==> src/rtl/alu_pkg.sv <==
package alu_pkg;

    localparam int OP_W = 3;

    localparam logic [OP_W-1:0] OP_AND = 3'b000;
    localparam logic [OP_W-1:0] OP_OR  = 3'b001;
    localparam logic [OP_W-1:0] OP_ADD = 3'b010;
    localparam logic [OP_W-1:0] OP_SUB = 3'b110;
    localparam logic [OP_W-1:0] OP_SLT = 3'b111;

    // slice output selection, taken from the low two bits of the code
    typedef enum logic [1:0] {
        SEL_AND  = 2'b00,
        SEL_OR   = 2'b01,
        SEL_SUM  = 2'b10,
        SEL_LESS = 2'b11
    } slice_sel_e;

    typedef struct packed {
        logic       legal;
        logic       inv_b;
        slice_sel_e sel;
        logic       carry_en;
    } op_ctrl_t;

    function automatic logic fa_carry(input logic x, input logic y, input logic ci);
        return (x & y) | (x & ci) | (y & ci);
    endfunction

    function automatic logic fa_sum(input logic x, input logic y, input logic ci);
        return x ^ y ^ ci;
    endfunction

endpackage

==> src/rtl/alu_op_decode.sv <==
module alu_op_decode
    import alu_pkg::*;
(
    input  logic [OP_W-1:0] op_code,
    output op_ctrl_t        ctrl
);
    op_ctrl_t ctrl_d;

    always_comb begin
        ctrl_d          = '0;
        ctrl_d.inv_b    = op_code[2];
        ctrl_d.sel      = slice_sel_e'(op_code[1:0]);
        unique case (op_code)
            OP_AND, OP_OR, OP_SLT: ctrl_d.legal = 1'b1;
            OP_ADD, OP_SUB: begin
                ctrl_d.legal    = 1'b1;
                ctrl_d.carry_en = 1'b1;
            end
            default: ctrl_d.legal = 1'b0;
        endcase
    end

    assign ctrl = ctrl_d;
endmodule

==> src/rtl/alu_carry_chain.sv <==
module alu_carry_chain
    import alu_pkg::*;
#(
    parameter int W = 32
) (
    input  logic [W-1:0] a,
    input  logic [W-1:0] b_eff,
    input  logic         cin0,
    output logic [W:0]   carry
);
    logic [W:0] carry_d;

    always_comb begin
        carry_d    = '0;
        carry_d[0] = cin0;
        for (int i = 0; i < W; i++) begin
            carry_d[i+1] = fa_carry(a[i], b_eff[i], carry_d[i]);
        end
    end

    assign carry = carry_d;
endmodule

==> src/rtl/alu_bit_slice.sv <==
module alu_bit_slice
    import alu_pkg::*;
(
    input  logic       a,
    input  logic       b_eff,
    input  logic       cin,
    input  logic       less,
    input  slice_sel_e sel,
    output logic       sum,
    output logic       res
);
    logic sum_d;
    logic res_d;

    always_comb begin
        sum_d = fa_sum(a, b_eff, cin);
        unique case (sel)
            SEL_AND:  res_d = a & b_eff;
            SEL_OR:   res_d = a | b_eff;
            SEL_SUM:  res_d = sum_d;
            SEL_LESS: res_d = less;
            default:  res_d = 1'b0;
        endcase
    end

    assign sum = sum_d;
    assign res = res_d;
endmodule

==> src/rtl/alu_zero_detect.sv <==
module alu_zero_detect #(
    parameter int W = 32
) (
    input  logic [W-1:0] value,
    output logic         is_zero
);
    assign is_zero = ~(|value);
endmodule

==> src/rtl/alu_bitsliced.sv <==
module alu_bitsliced
    import alu_pkg::*;
#(
    parameter int W = 32
) (
    input  logic [2:0]   op_code,
    input  logic [W-1:0] opnd_a,
    input  logic [W-1:0] opnd_b,
    output logic [W-1:0] result,
    output logic         zero_flag,
    output logic         carry_out
);
    localparam int MSB = W - 1;

    op_ctrl_t   ctrl;
    logic [W-1:0] b_eff;
    logic [W:0]   carry;
    logic [W-1:0] sum_w;
    logic [W-1:0] slice_res;
    logic         set_bit;

    alu_op_decode u_dec (
        .op_code (op_code),
        .ctrl    (ctrl)
    );

    assign b_eff = opnd_b ^ {W{ctrl.inv_b}};

    alu_carry_chain #(.W(W)) u_chain (
        .a     (opnd_a),
        .b_eff (b_eff),
        .cin0  (ctrl.inv_b),
        .carry (carry)
    );

    assign set_bit = sum_w[MSB];

    for (genvar i = 0; i < W; i++) begin : g_slice
        if (i == 0) begin : g_lsb
            alu_bit_slice u_bit (
                .a     (opnd_a[i]),
                .b_eff (b_eff[i]),
                .cin   (carry[i]),
                .less  (set_bit),
                .sel   (ctrl.sel),
                .sum   (sum_w[i]),
                .res   (slice_res[i])
            );
        end else begin : g_upper
            alu_bit_slice u_bit (
                .a     (opnd_a[i]),
                .b_eff (b_eff[i]),
                .cin   (carry[i]),
                .less  (1'b0),
                .sel   (ctrl.sel),
                .sum   (sum_w[i]),
                .res   (slice_res[i])
            );
        end
    end

    assign result    = ctrl.legal ? slice_res : '0;
    assign carry_out = ctrl.carry_en & carry[W];

    alu_zero_detect #(.W(W)) u_zero (
        .value   (result),
        .is_zero (zero_flag)
    );

    always_comb begin

        add_sum_chk: assert (op_code != OP_ADD ||
            {carry_out, result} == ({1'b0, opnd_a} + {1'b0, opnd_b}));

        sub_equal_chk: assert (!(op_code == OP_SUB && opnd_a == opnd_b) ||
            (result == '0 && carry_out));

        slt_shape_chk: assert (op_code != OP_SLT || result[W-1:1] == '0);

        illegal_op_chk: assert (!(op_code == 3'b011 || op_code == 3'b100 || op_code == 3'b101) ||
            (result == '0 && !carry_out && zero_flag));

        zero_flag_chk: assert (!zero_flag || result == '0);

        logic_carry_chk: assert (!(op_code == OP_AND || op_code == OP_OR || op_code == OP_SLT) ||
            !carry_out);
    end
endmodule

==> config.mk <==
export PLATFORM = sky130hd
export DESIGN_NAME = alu_bitsliced
export DESIGN_NICKNAME = d
export VERILOG_FILES = /design/src/rtl/alu_pkg.sv /design/src/rtl/alu_op_decode.sv /design/src/rtl/alu_carry_chain.sv /design/src/rtl/alu_bit_slice.sv /design/src/rtl/alu_zero_detect.sv /design/src/rtl/alu_bitsliced.sv
export SDC_FILE = /design/constraint.sdc
export NUM_CORES = 1
export LEC_CHECK = 0
export BUFFER_PORTS_ARGS = -buffer_cell sky130_fd_sc_hd__buf_4
export CAP_MARGIN = 25
export CORE_AREA = 5 5 93 95
export DETAILED_ROUTE_END_ITERATION = 12
export DIE_AREA = 0 0 98 100
export PLACE_DENSITY_LB_ADDON = 0.1
export RECOVER_POWER = 25
export SETUP_SLACK_MARGIN = 0.05
export SYNTH_ARGS = -nofsm -noshare
export SYNTH_HDL_FRONTEND = slang
export SYNTH_SLANG_ARGS = --single-unit
==> constraint.sdc <==
create_clock -name vclk -period 22.5
set_input_delay 0 -clock vclk [all_inputs]
set_output_delay 0 -clock vclk [all_outputs]
set_load 0.03 [all_outputs]
Word-level counts from Yosys, hierarchy flattened
Cells that the tools add are included.
{"block": "op_classes", "n_eq_ne": 7, "n_mux": 35, "bitwise": 259, "n_reduce_logical": 5}
{"operator": "case mux 1 bit (4 select lines)", "n": 32}
{"operator": "AND 1 bit", "n": 97}
{"operator": "bitwise OR 1 bit", "n": 96}
{"operator": "bitwise XOR 1 bit", "n": 64}
{"operator": "two-way mux 32 bit", "n": 1}
{"operator": "OR reduction 32 bit", "n": 1}
{"operator": "bitwise XOR 32 bit", "n": 1}
{"operator": "== test 3 bit (second input constant)", "n": 2}
{"operator": "OR reduction 5 bit", "n": 1}
{"operator": "== test 2 bit (second input constant)", "n": 2}
{"operator": "== test 3 x 1 -> 1 bit (second input constant)", "n": 1}
{"operator": "== test 3 x 2 -> 1 bit (second input constant)", "n": 1}
{"operator": "zero test 3 bit", "n": 1}
{"operator": "== test 2 x 1 -> 1 bit (second input constant)", "n": 1}
{"operator": "zero test 2 bit", "n": 1}
{"operator": "two-way mux 1 bit", "n": 2}
{"operator": "OR reduction 2 bit", "n": 1}
{"operator": "NOT 1 bit", "n": 1}
{"block": "totals", "register_bits": 0, "inputBits": 67, "word_cells": 306, "output_inout_bits": 34}

Logic depth before layout (Yosys ltp)
Gate-level depths: netlist of run 1.
{"block": "depth", "ltp_word": 99, "depth_mapped": 41}

Cells and area by module
Synthesis of run 1 repeated with hierarchy kept, for this count alone.
{"block": "unflattened", "cells_unflattened": 449, "hier_area_um2": 3733.6}
{"mod": "alu_bit_slice", "cells_each": 7, "area_per_inst_um2": 67.6, "instances": 32}
{"mod": "alu_carry_chain", "cells_each": 135, "area_per_inst_um2": 878.3, "instances": 1}
{"mod": "alu_bitsliced", "cells_each": 73, "area_per_inst_um2": 576.8, "instances": 1}
{"mod": "alu_zero_detect", "cells_each": 11, "area_per_inst_um2": 72.6, "instances": 1}
{"mod": "alu_op_decode", "cells_each": 6, "area_per_inst_um2": 43.8, "instances": 1}

Worst setup path after synthesis of run 1
OpenSTA, ideal clock, no wires.
{"block": "synth_path", "path_type": "input to output", "start": "in op_code[2]", "end": "out zero_flag", "slack_ns": 8.534, "n_path_buf": 2, "stages": 41, "arrival_time_ns": 13.966, "cell_sequence": "buf_4 buf_1 xor2_1 inv_1 fa_1 inv_1 fa_1 fa_1 fa_1 fa_1 fa_1 fa_1 fa_1 fa_1 fa_1 fa_1 fa_1 fa_1 [... 5 more ...] fa_1 fa_1 fa_1 fa_1 fa_1 fa_1 fa_1 fa_1 fa_1 fa_1 fa_1 fa_1 fa_1 nand2_1 o21ai_0 nor4_1 nand4_1 nor4_2"}
{"block": "synth_between", "elab_chain_len": 99, "word_cells_on_any_way": 295}
{"item": "from (decl)", "line_no": "alu_bitsliced.sv:6", "source": "input logic [2:0] op_code,"}
{"item": "bitwise XOR 32 bit", "line_no": "alu_bitsliced.sv:27", "source": "assign b_eff = opnd_b ^ {W{ctrl.inv_b}};"}
{"item": "AND 1 bit", "line_no": "alu_pkg.sv:27", "source": "return (x & y) | (x & ci) | (y & ci);"}
{"item": "bitwise OR 1 bit (2 in a row)", "line_no": "alu_pkg.sv:27"}
{"item": "AND 1 bit", "line_no": "alu_pkg.sv:27"}
{"item": "bitwise OR 1 bit (2 in a row)", "line_no": "alu_pkg.sv:27"}
{"item": "AND 1 bit", "line_no": "alu_pkg.sv:27"}
{"item": "bitwise OR 1 bit (2 in a row)", "line_no": "alu_pkg.sv:27"}
{"item": "AND 1 bit", "line_no": "alu_pkg.sv:27"}
{"item": "[... 80 more ...]"}
{"item": "AND 1 bit", "line_no": "alu_pkg.sv:27"}
{"item": "bitwise OR 1 bit (2 in a row)", "line_no": "alu_pkg.sv:27"}
{"item": "bitwise XOR 1 bit", "line_no": "alu_pkg.sv:31", "source": "return x ^ y ^ ci;"}
{"item": "case mux 1 bit (4 select lines)", "line_no": "alu_bit_slice.sv:17", "source": "unique case (sel)"}
{"item": "two-way mux 32 bit (*)", "line_no": "alu_bitsliced.sv:62", "source": "assign result = ctrl.legal ? slice_res : '0;"}
{"item": "via result[31]", "line_no": "alu_bitsliced.sv:9", "source": "output logic [W-1:0] result,"}
{"item": "OR reduction 32 bit (*)", "line_no": "alu_zero_detect.sv:7", "source": "assign is_zero = ~(|value);"}
{"item": "NOT 1 bit (*)", "line_no": "alu_zero_detect.sv:7"}
{"item": "to (decl)", "line_no": "alu_bitsliced.sv:10", "source": "output logic zero_flag,"}
Mark *: on every way through the listed nets, which the timed path passes. The rest lies on a longest branch.

Final worst setup path of run 1
{"block": "layout_path", "start": "in op_code[2]", "end": "out zero_flag"}
{"block": "layout_between", "elab_chain_len": 99, "word_cells_on_any_way": 295}
{"item": "bitwise XOR 32 bit", "line_no": "alu_bitsliced.sv:27"}
{"item": "AND 1 bit", "line_no": "alu_pkg.sv:27, alu_bit_slice.sv:18"}
{"item": "bitwise OR 1 bit (2 in a row)", "line_no": "alu_pkg.sv:27"}
{"item": "AND 1 bit", "line_no": "alu_pkg.sv:27"}
{"item": "bitwise OR 1 bit (2 in a row)", "line_no": "alu_pkg.sv:27"}
{"item": "AND 1 bit", "line_no": "alu_pkg.sv:27"}
{"item": "bitwise OR 1 bit (2 in a row)", "line_no": "alu_pkg.sv:27"}
{"item": "AND 1 bit", "line_no": "alu_pkg.sv:27"}
{"item": "[... 78 more ...]"}
{"item": "bitwise OR 1 bit (2 in a row)", "line_no": "alu_pkg.sv:27"}
{"item": "AND 1 bit", "line_no": "alu_pkg.sv:27"}
{"item": "bitwise OR 1 bit (2 in a row)", "line_no": "alu_pkg.sv:27"}
{"item": "bitwise XOR 1 bit", "line_no": "alu_pkg.sv:31"}
{"item": "case mux 1 bit (4 select lines)", "line_no": "alu_bit_slice.sv:17"}
{"item": "two-way mux 32 bit (*)", "line_no": "alu_bitsliced.sv:62"}
{"item": "OR reduction 32 bit (*)", "line_no": "alu_zero_detect.sv:7"}
{"item": "NOT 1 bit (*)", "line_no": "alu_zero_detect.sv:7"}
Every way passes the cells marked *; elsewhere a longest branch is shown, timed or not.

==> results.py, run 1 <==
metrics = {
    "place": {
        "gp_congestion": 0.7526,
        "numPortBuffers": 101,
        "hpwl_mm": 5.772,
    },
    "worst_setup_path": {
        "setup.worst_path.start_class": "input port",
        "crit_fanout": 36,
        "cpMostUsedCell": "fa_1",
        "startpoint": "op_code[2]",
        "critPathArrivalTime_ns": 15.29,
        "cp-end-kind": "output pin",
        "slowest_stage": "clkbuf_1",
        "max_stage_delay_ns": 1.64,
        "path_class": "in -> out",
        "required_ns": 22.50,
        "endpoint": "zero_flag",
    },
    "sta": {
        "finalCritPeriodShare_pct": 67.97,
        "rsz0062_at_grt": "false",
        "holdWs_ns": 0.5047,
        "fmax_mhz": 65.39,
        "hold_violations": 0,
        "worst_pin_slew_ns": 2.335,
        "max-slew-margin-rel_pct": -55.68,
        "fin_tns_setup_ns": 0,
        "period_minus_slack_ns": 15.29,
        "report.final.slew_viol_count": 37,
        "setup_violations": 0,
    },
    "logic_synthesis": {
        "synth.distinct_cells": 25,
        "seq_area_frac_synth_pct": 0,
        "synthCells": 354,
        "syn_nets": 516,
        "yosysWarnings": 0,
        "synth_area_sq_um": 2794,
        "syn_avg_cell_area_sq_um": 7.892,
    },
    "min_path": {
        "hold_class": "in -> out",
    },
    "drt": {
        "drc": 0,
        "final_antenna_net_count": 0,
        "routedWlPerCell_um": 12.70,
        "routed-via-count": 2373,
        "drt-pass1-iter-count": 4,
        "avgViaCountPerCell": 4.378,
        "drt_iter0_markers": 39,
        "routed_wl_mm": 6.886,
    },
    "global_routing": {
        "grt_pass1_wl_mm": 11.56,
        "grt_pass1_vias": 2417,
        "grt_max_degree": 56,
        "grt.overflow.total": 0,
        "grt_use_total_pct": 14.01,
        "antenna_found_initial": 0,
    },
    "run": {
        "drv_cap": 1,
    },
    "power": {
        "power.switching_uw": 59.54,
        "leakagePower_uw": 0.001977,
        "p_per_area_nw_per_um2": 27.44,
        "p_comb_share_pct": 100.0,
        "switching_share_pct": 60.73,
        "irDropWorstVdd_uv": 10.84,
        "p_clk_share_pct": 0,
        "intPower_uw": 38.49,
        "seqPwrFrac_pct": 0,
    },
    "floorplanning": {
        "die_w_um": 98,
        "num_rows": 32,
        "core_sq_um": 7647,
        "die_height_um": 100,
        "ioPinCount": 101,
        "die_area_sq_um": 9800,
        "start_util_pct": 36.53,
    },
    "final_layout": {
        "nClkBuffers": 0,
        "antenna_cells": 0,
        "area_delta_synth_final_pct": 27.86,
        "nets": 604,
        "seq_cells": 0,
        "n_fill_cell": 823,
        "drive_gt1_share_pct": 22.27,
        "register_area_sq_um": 0,
    },
    "status": {
        "outcome": "finished, violations left",
        "violations": "capacitance limit, slew limit",
    },
    "clock_tree": {
        "post_cts_buffers": 0,
        "cts_hold_buf": 0,
        "ctsResizeCount": 0,
    },
}
layout make-up:
class	count	area [sq um]	area share (%)
multi-input combinational	258	2409	67.43
timing repair buffer	102	735.7	20.60
inverter	80	300.3	8.406
tap	102	127.6	3.573
Yosys cell counts:
cell type | n | area share (%)
o32ai_1 | 1 | 0.31
nand4_1 | 1 | 0.22
ha_1 | 64 | 29
or2_2 | 1 | 0.22
xor2_1 | 32 | 10
or4_1 | 2 | 0.54
and2_1 | 1 | 0.22
o21ai_2 | 1 | 0.31
nor4_1 | 6 | 1.3
nand2_1 | 50 | 6.7
nor2b_1 | 1 | 0.22
mux2i_1 | 15 | 5.4
a21oi_1 | 1 | 0.18
buf_1 | 3 | 0.40
o21ai_1 | 2 | 0.36
buf_4 | 3 | 0.81
o22ai_1 | 1 | 0.22
fa_1 | 31 | 22
nor4_2 | 1 | 0.45
inv_1 | 80 | 11
buf_2 | 7 | 1.3
nor3b_1 | 1 | 0.27
o21ai_0 | 46 | 8.2
clkbuf_1 | 2 | 0.27
buf_6 | 1 | 0.40
per-layer routing:
| layer | GRT usage (%) | share of wire [%] | up-vias |
|---|---|---|---|
| li1 | - | - | 1238 |
| met1 | 18.73 | 45 | 1074 |
| met2 | 25.50 | 48 | 61 |
| met3 | 2.154 | 6.3 | 0 |
| met4 | 0 | 0 | 0 |
| met5 | 0 | 0 | - |
worst min-delay path by stage:
stage	from	end	slack [ns]	cells past startpoint
after floorplan	op_code[1]	result[1]	0.28	2
after global placement	op_code[1]	result[0]	0.51	4
after detailed placement	op_code[1]	result[0]	0.52	4
after CTS	op_code[1]	result[0]	0.51	4
after global routing	op_code[1]	result[0]	0.56	4
final	op_code[1]	result[0]	0.50	4
critical path, delay by kind of cell:
| kind | cells | cell delay [ns] |
|---|---|---|
| XOR/XNOR | 1 | 0.26 |
| adder cells (fa/ha/maj) | 31 | 12.08 |
| AO/OA/AOI/OAI | 1 | 0.11 |
| AND/OR/NAND/NOR | 4 | 0.70 |
| buffers and inverters | 4 | 2.10 |
stage by stage:
stage                     setup slack [ns]  cell area, sq um  util, %  total power [uW]  std cells
final                                7.207              3572    46.71             98.03        542
after detailed placement             8.461              3602    47.10             101.2        542
after CTS                            8.435              3602    47.10             101.6        542
after floorplan                      8.534              2794        -             63.41        354
after global routing                 6.386              3572    46.71             111.7        542
after global placement               8.668              3602    47.10             99.17        542
power by group through the flow:
stage	clock network, uW	logic [uW]	registers, uW
6_report	0	98.0	0
2_1_floorplan	0	63.4	0
3_3_place_gp	0	99.2	0
4_1_cts	0	102	0
5_1_grt	0	112	0
3_5_place_dp	0	101	0
cells by family (layout without fill, tap and decap cells):
logic type                 Yosys count  after routing  synth area share (%)
xor gates and xnor gates            32             32                 10.03
adders and majority gates           95             95                 50.87
muxes                               15             15                 5.374
buffers and inverters               96            182                 13.88
and+or+nand+nor                     64             64                 10.21
AOI/OAI and AO/OA                   52             52                 9.628
cell usage in the layout (no fill, tap or decap), drive strengths merged, types with 2 or more instances in the layout:
master   n
fa      31
nor4     7
buf     94
xor2    32
inv     80
mux2i   15
clkbuf   8
o21ai   49
ha      64
nand2   50
or4      2
(Power assumes the default switching activity.)
==> run 2: changes to the inputs <==
--- a/config.mk
+++ b/config.mk
@@ -5,11 +5,12 @@
 export SDC_FILE = /design/constraint.sdc
 export NUM_CORES = 1
 export LEC_CHECK = 0
+export ABC_AREA = 1
 export BUFFER_PORTS_ARGS = -buffer_cell sky130_fd_sc_hd__buf_4
 export CAP_MARGIN = 25
-export CORE_AREA = 5 5 93 95
+export CORE_AREA = 5 5 102 104
 export DETAILED_ROUTE_END_ITERATION = 12
-export DIE_AREA = 0 0 98 100
+export DIE_AREA = 0 0 107 109
 export PLACE_DENSITY_LB_ADDON = 0.1
 export RECOVER_POWER = 25
 export SETUP_SLACK_MARGIN = 0.05
==> constraint.sdc (replaced) <==
create_clock -name vclk -period 13.74
set_input_delay 0 -clock vclk [all_inputs]
set_output_delay 0 -clock vclk [all_outputs]
set_load 0.03 [all_outputs]
==> results.py, run 2 <==
metrics = {
    "status": {
        "outcome": "complete, no violations",
    },
    "floorplanning": {
        "start_util_pct": 35.74,
        "die_w_um": 107,
        "ioPinCount": 101,
        "core_sq_um": 9459,
        "die_area_sq_um": 11660,
        "die_height_um": 109,
        "num_rows": 36,
    },
    "logic_synthesis": {
        "yosysTopAreaCell": "ha_1",
        "synthMostInstantiatedCell": "nand2_1",
        "seq_area_frac_synth_pct": 0,
        "syn_nets": 702,
        "synth_area_leaders": "ha_1 (24%), nand2_1 (19%), fa_1 (18%)",
        "synth_top_area_share_pct": 23.69,
        "synth_common_cells": "nand2_1 (170), inv_1 (152), ha_1 (64)",
        "yosysWarnings": 0,
        "synth.distinct_cells": 18,
        "syn_avg_cell_area_sq_um": 6.261,
        "synth_area_sq_um": 3381,
        "synthCells": 540,
    },
    "worst_setup_path": {
        "cp-end-kind": "output pin",
        "path_class": "in -> out",
        "cpMostUsedCell": "fa_1",
        "max_stage_delay_ns": 0.46,
        "slowest_stage": "fa_1",
        "crit_fanout": 5,
        "setup.worst_path.start_class": "input port",
        "required_ns": 13.74,
        "critPathArrivalTime_ns": 13.21,
    },
    "final_layout": {
        "register_area_sq_um": 0,
        "nClkBuffers": 0,
        "seq_cells": 0,
        "area_delta_synth_final_pct": 25.61,
        "drive_gt1_share_pct": 20.93,
        "nets": 790,
        "final_common_cell": "nand2_1",
        "layout_common_cells": "nand2_1 (170), inv_1 (152), buf_4 (100)",
        "antenna_cells": 0,
    },
    "place": {
        "gp_congestion": 0.8040,
        "numPortBuffers": 101,
        "hpwl_mm": 7.205,
    },
    "run": {
        "drv_cap": 0,
    },
    "sta": {
        "fmax_mhz": 75.73,
        "report.final.slew_viol_count": 0,
        "period_minus_slack_ns": 13.21,
        "setup_violations": 0,
        "rsz0062_at_grt": "false",
        "holdWs_ns": 0.5758,
        "max-slew-margin-rel_pct": 41.73,
        "worst_pin_slew_ns": 0.8741,
        "hold_violations": 0,
        "fin_tns_setup_ns": 0,
        "finalCritPeriodShare_pct": 96.11,
    },
    "min_path": {
        "hold_depth": 4,
        "hold_start": "opnd_a[31]",
        "hold_class": "in -> out",
        "hold_path_end": "carry_out",
    },
    "drt": {
        "avgViaCountPerCell": 4.297,
        "drt-pass1-iter-count": 4,
        "routed-via-count": 3180,
        "drt_iter0_markers": 103,
        "routed_wl_mm": 8.917,
        "routedWlPerCell_um": 12.05,
        "drc": 0,
        "final_antenna_net_count": 0,
    },
    "power": {
        "irDropWorstVdd_uv": 21.80,
        "p_per_area_nw_per_um2": 44.93,
        "leakagePower_uw": 0.002709,
    },
    "global_routing": {
        "antenna_found_initial": 0,
        "grt.overflow.total": 0,
        "grt_max_degree": 34,
        "grt_use_total_pct": 15.60,
        "grt_pass1_wl_mm": 15.10,
        "grt_pass1_vias": 3163,
    },
    "clock_tree": {
        "cts_hold_buf": 0,
    },
}
[run 2: cell type report]
cell class / count / area (sq um)
Fill cell: 996 / 5213
Multi-Input combinational cell: 364 / 2721
Timing Repair Buffer: 107 / 800.8
Inverter: 155 / 581.8
Tap cell: 114 / 142.6
[run 2: logic make-up (layout without fill, tap and decap cells)]
family	after synthesis	after routing	share of synthesized area, %
compound gates	5	5	0.8880
xor+xnor	31	31	8.031
fa+ha+maj	95	95	42.04
buf+inv	176	262	20.73
simple gates	233	233	28.31
[run 2: worst max-delay path by stage]
stage | slack, ns | depth (start not counted) | end | startpoint
6_report | 0.53 | 46 | zero_flag | op_code[2]
5_1_grt | 0.1 | 46 | zero_flag | op_code[2]
4_1_cts | 0.08 | 46 | zero_flag | op_code[2]
3_5_place_dp | 0.06 | 46 | zero_flag | op_code[2]
3_3_place_gp | 0.26 | 46 | zero_flag | op_code[2]
2_1_floorplan | 0.51 | 44 | zero_flag | op_code[2]
[run 2: power breakdown]
group	internal (uW)	total, uW	switching, uW
combinational	77.0	191	114
sequential	0	0	0
clock	0	0	0
total	77.0	191	114
[run 2: stage by stage]
step	area [sq um]	power, uW	util [%]	setup slack, ns	cells
finish	4247	190.8	44.89	0.5349	740
global route	4247	220.1	44.89	0.09701	740
CTS	4225	194.5	44.67	0.07559	739
detailed placement	4223	193.8	44.64	0.06413	739
global placement	4195	189.9	44.35	0.2590	738
floorplan	3381	128.6	-	0.5058	540
[run 2: worst max-delay path: cells and delay by family]
kind,cells,cell delay (ns)
AOI/OAI and AO/OA,1,0.09
adders and majority gates,31,11.80
buffers and inverters,5,0.51
and+or+nand+nor,9,0.79
[run 2: metal layers]
| layer | GRT usage [%] | routed length [um] | vias to the layer above |
|---|---|---|---|
| met1 | 21.32 | 4112 | 1443 |
| met4 | 0.09132 | 0 | 0 |
| met3 | 1.066 | 378 | 0 |
| met5 | 0 | 0 | - |
| met2 | 28.73 | 4426 | 69 |
| li1 | - | - | 1668 |
[run 2: what timing repair did]
item | 4_1_cts | 5_1_grt
buffers inserted | 0 | 0
gates resized for setup | 1 | 13
pin swaps | 0 | 1
endpoints found under the setup margin | 1 | 2
hold endpoints to repair | 0 | 0
==> run 3: changes to the inputs <==
--- a/config.mk
+++ b/config.mk
@@ -5,12 +5,11 @@
 export SDC_FILE = /design/constraint.sdc
 export NUM_CORES = 1
 export LEC_CHECK = 0
-export ABC_AREA = 1
-export BUFFER_PORTS_ARGS = -buffer_cell sky130_fd_sc_hd__buf_4
 export CAP_MARGIN = 25
-export CORE_AREA = 5 5 102 104
+export CORE_AREA = 5 5 93 95
 export DETAILED_ROUTE_END_ITERATION = 12
-export DIE_AREA = 0 0 107 109
+export DIE_AREA = 0 0 98 100
+export DONT_BUFFER_PORTS = 1
 export PLACE_DENSITY_LB_ADDON = 0.1
 export RECOVER_POWER = 25
 export SETUP_SLACK_MARGIN = 0.05
==> results.py, run 3 (synthesis results as in run 1) <==
metrics = {
    "sta": {
        "hold_violations": 0,
        "worst_pin_slew_ns": 1.102,
        "report.final.slew_viol_count": 0,
        "finalCritPeriodShare_pct": 95.97,
        "period_minus_slack_ns": 13.19,
        "rsz0062_at_grt": "false",
        "fin_tns_setup_ns": 0,
        "max-slew-margin-rel_pct": 25.74,
        "setup_violations": 0,
        "fmax_mhz": 75.84,
    },
    "power": {
        "p_per_area_nw_per_um2": 43.11,
        "power.total_uw": 129.8,
        "leakagePower_uw": 0.001600,
        "irDropWorstVdd_uv": 16.20,
    },
    "floorplanning": {
        "core_sq_um": 7647,
        "ioPinCount": 101,
        "num_rows": 32,
        "start_util_pct": 36.53,
        "die_height_um": 100,
        "die_area_sq_um": 9800,
        "die_w_um": 98,
    },
    "final_layout": {
        "nClkBuffers": 0,
        "stdcell_count": 469,
        "nets": 531,
        "final_common_cell": "inv_1",
        "register_area_sq_um": 0,
        "antenna_cells": 0,
        "drive_gt1_share_pct": 6.540,
        "layout_common_cells": "inv_1 (80), ha_1 (64), nand2_1 (50)",
        "area_delta_synth_final_pct": 7.748,
        "seq_cells": 0,
        "postLayoutCellArea_sq_um": 3010,
    },
    "worst_setup_path": {
        "max_stage_delay_ns": 0.46,
        "slowest_stage": "fa_1",
        "cpMostUsedCell": "fa_1",
        "setup.worst_path.start_class": "input port",
        "path_class": "in -> out",
        "critPathArrivalTime_ns": 13.19,
        "cp-end-kind": "output pin",
        "required_ns": 13.74,
        "crit_fanout": 36,
    },
    "min_path": {
        "hold_depth": 4,
        "hold_start": "op_code[0]",
        "hold_path_end": "result[17]",
        "hold_class": "in -> out",
    },
    "place": {
        "dpl.cell_count": 461,
        "gp_congestion": 0.7956,
        "numPortBuffers": 0,
        "placed_cell_area_sq_um": 2972,
        "hpwl_mm": 5.583,
    },
    "clock_tree": {
        "cts_hold_buf": 0,
    },
    "global_routing": {
        "grt_pass1_vias": 2099,
        "antenna_found_initial": 0,
        "grt_pass1_wl_mm": 10.96,
        "grt_max_degree": 56,
        "grt.overflow.total": 0,
        "grt_use_total_pct": 13.50,
    },
    "status": {
        "outcome": "complete, no violations",
    },
    "run": {
        "drv_cap": 0,
    },
    "drt": {
        "routedWlPerCell_um": 14.48,
        "final_antenna_net_count": 0,
        "drc": 0,
        "drt-pass1-iter-count": 4,
        "routed-via-count": 2135,
        "avgViaCountPerCell": 4.552,
        "routed_wl_mm": 6.792,
        "drt_iter0_markers": 63,
    },
}
[run 3: layout make-up]
cell class	count	area, sq um
Tap cell	102	127.6
Fill cell	833	4637
Inverter	80	300.3
Timing Repair Buffer	29	156.4
Multi-Input combinational cell	258	2426
[run 3: worst max-delay path by stage]
| stage | start | end | depth (start not counted) |
|---|---|---|---|
| 2_1_floorplan | op_code[2] | zero_flag | 40 |
| 5_1_grt | op_code[2] | zero_flag | 40 |
| 4_1_cts | opnd_b[0] | zero_flag | 39 |
| 3_3_place_gp | op_code[2] | zero_flag | 40 |
| 3_5_place_dp | op_code[2] | zero_flag | 40 |
| 6_report | op_code[2] | zero_flag | 40 |
[run 3: layer usage]
metal	GRT usage (%)	vias to the layer above	part of all wire (%)
li1	-	1093	-
met1	17.13	979	41
met2	24.24	61	49
met3	3.961	2	9.6
met4	0	0	0.38
met5	0	-	0
[run 3: critical path, delay by kind of cell]
kind / cells / cell delay (ns)
buf+inv: 3 / 0.35
simple gates: 4 / 0.70
xor+xnor: 1 / 0.16
fa+ha+maj: 31 / 11.83
compound gates: 1 / 0.12
[run 3: power breakdown]
part	internal, uW	switching, uW
clock	0	0
sequential	0	0
combinational	45.5	84.3
[run 3: metrics by stage]
stage | setup slack (ns) | hold WS (ns) | util, %
detailed placement | 0.1921 | 0.2817 | 38.86
CTS | 0.1675 | 0.2783 | 38.86
global route | 0.09872 | 0.3624 | 39.37
finish | 0.5536 | 0.3556 | 39.37
floorplan | 0.1058 | 0.2819 | -
global placement | 0.4215 | 0.2775 | 38.29
[run 3: timing repair]
item                       4_1_cts  5_1_grt
buffers inserted                 0        0
setup endpoints to repair        0        2
gates resized for setup          0        5
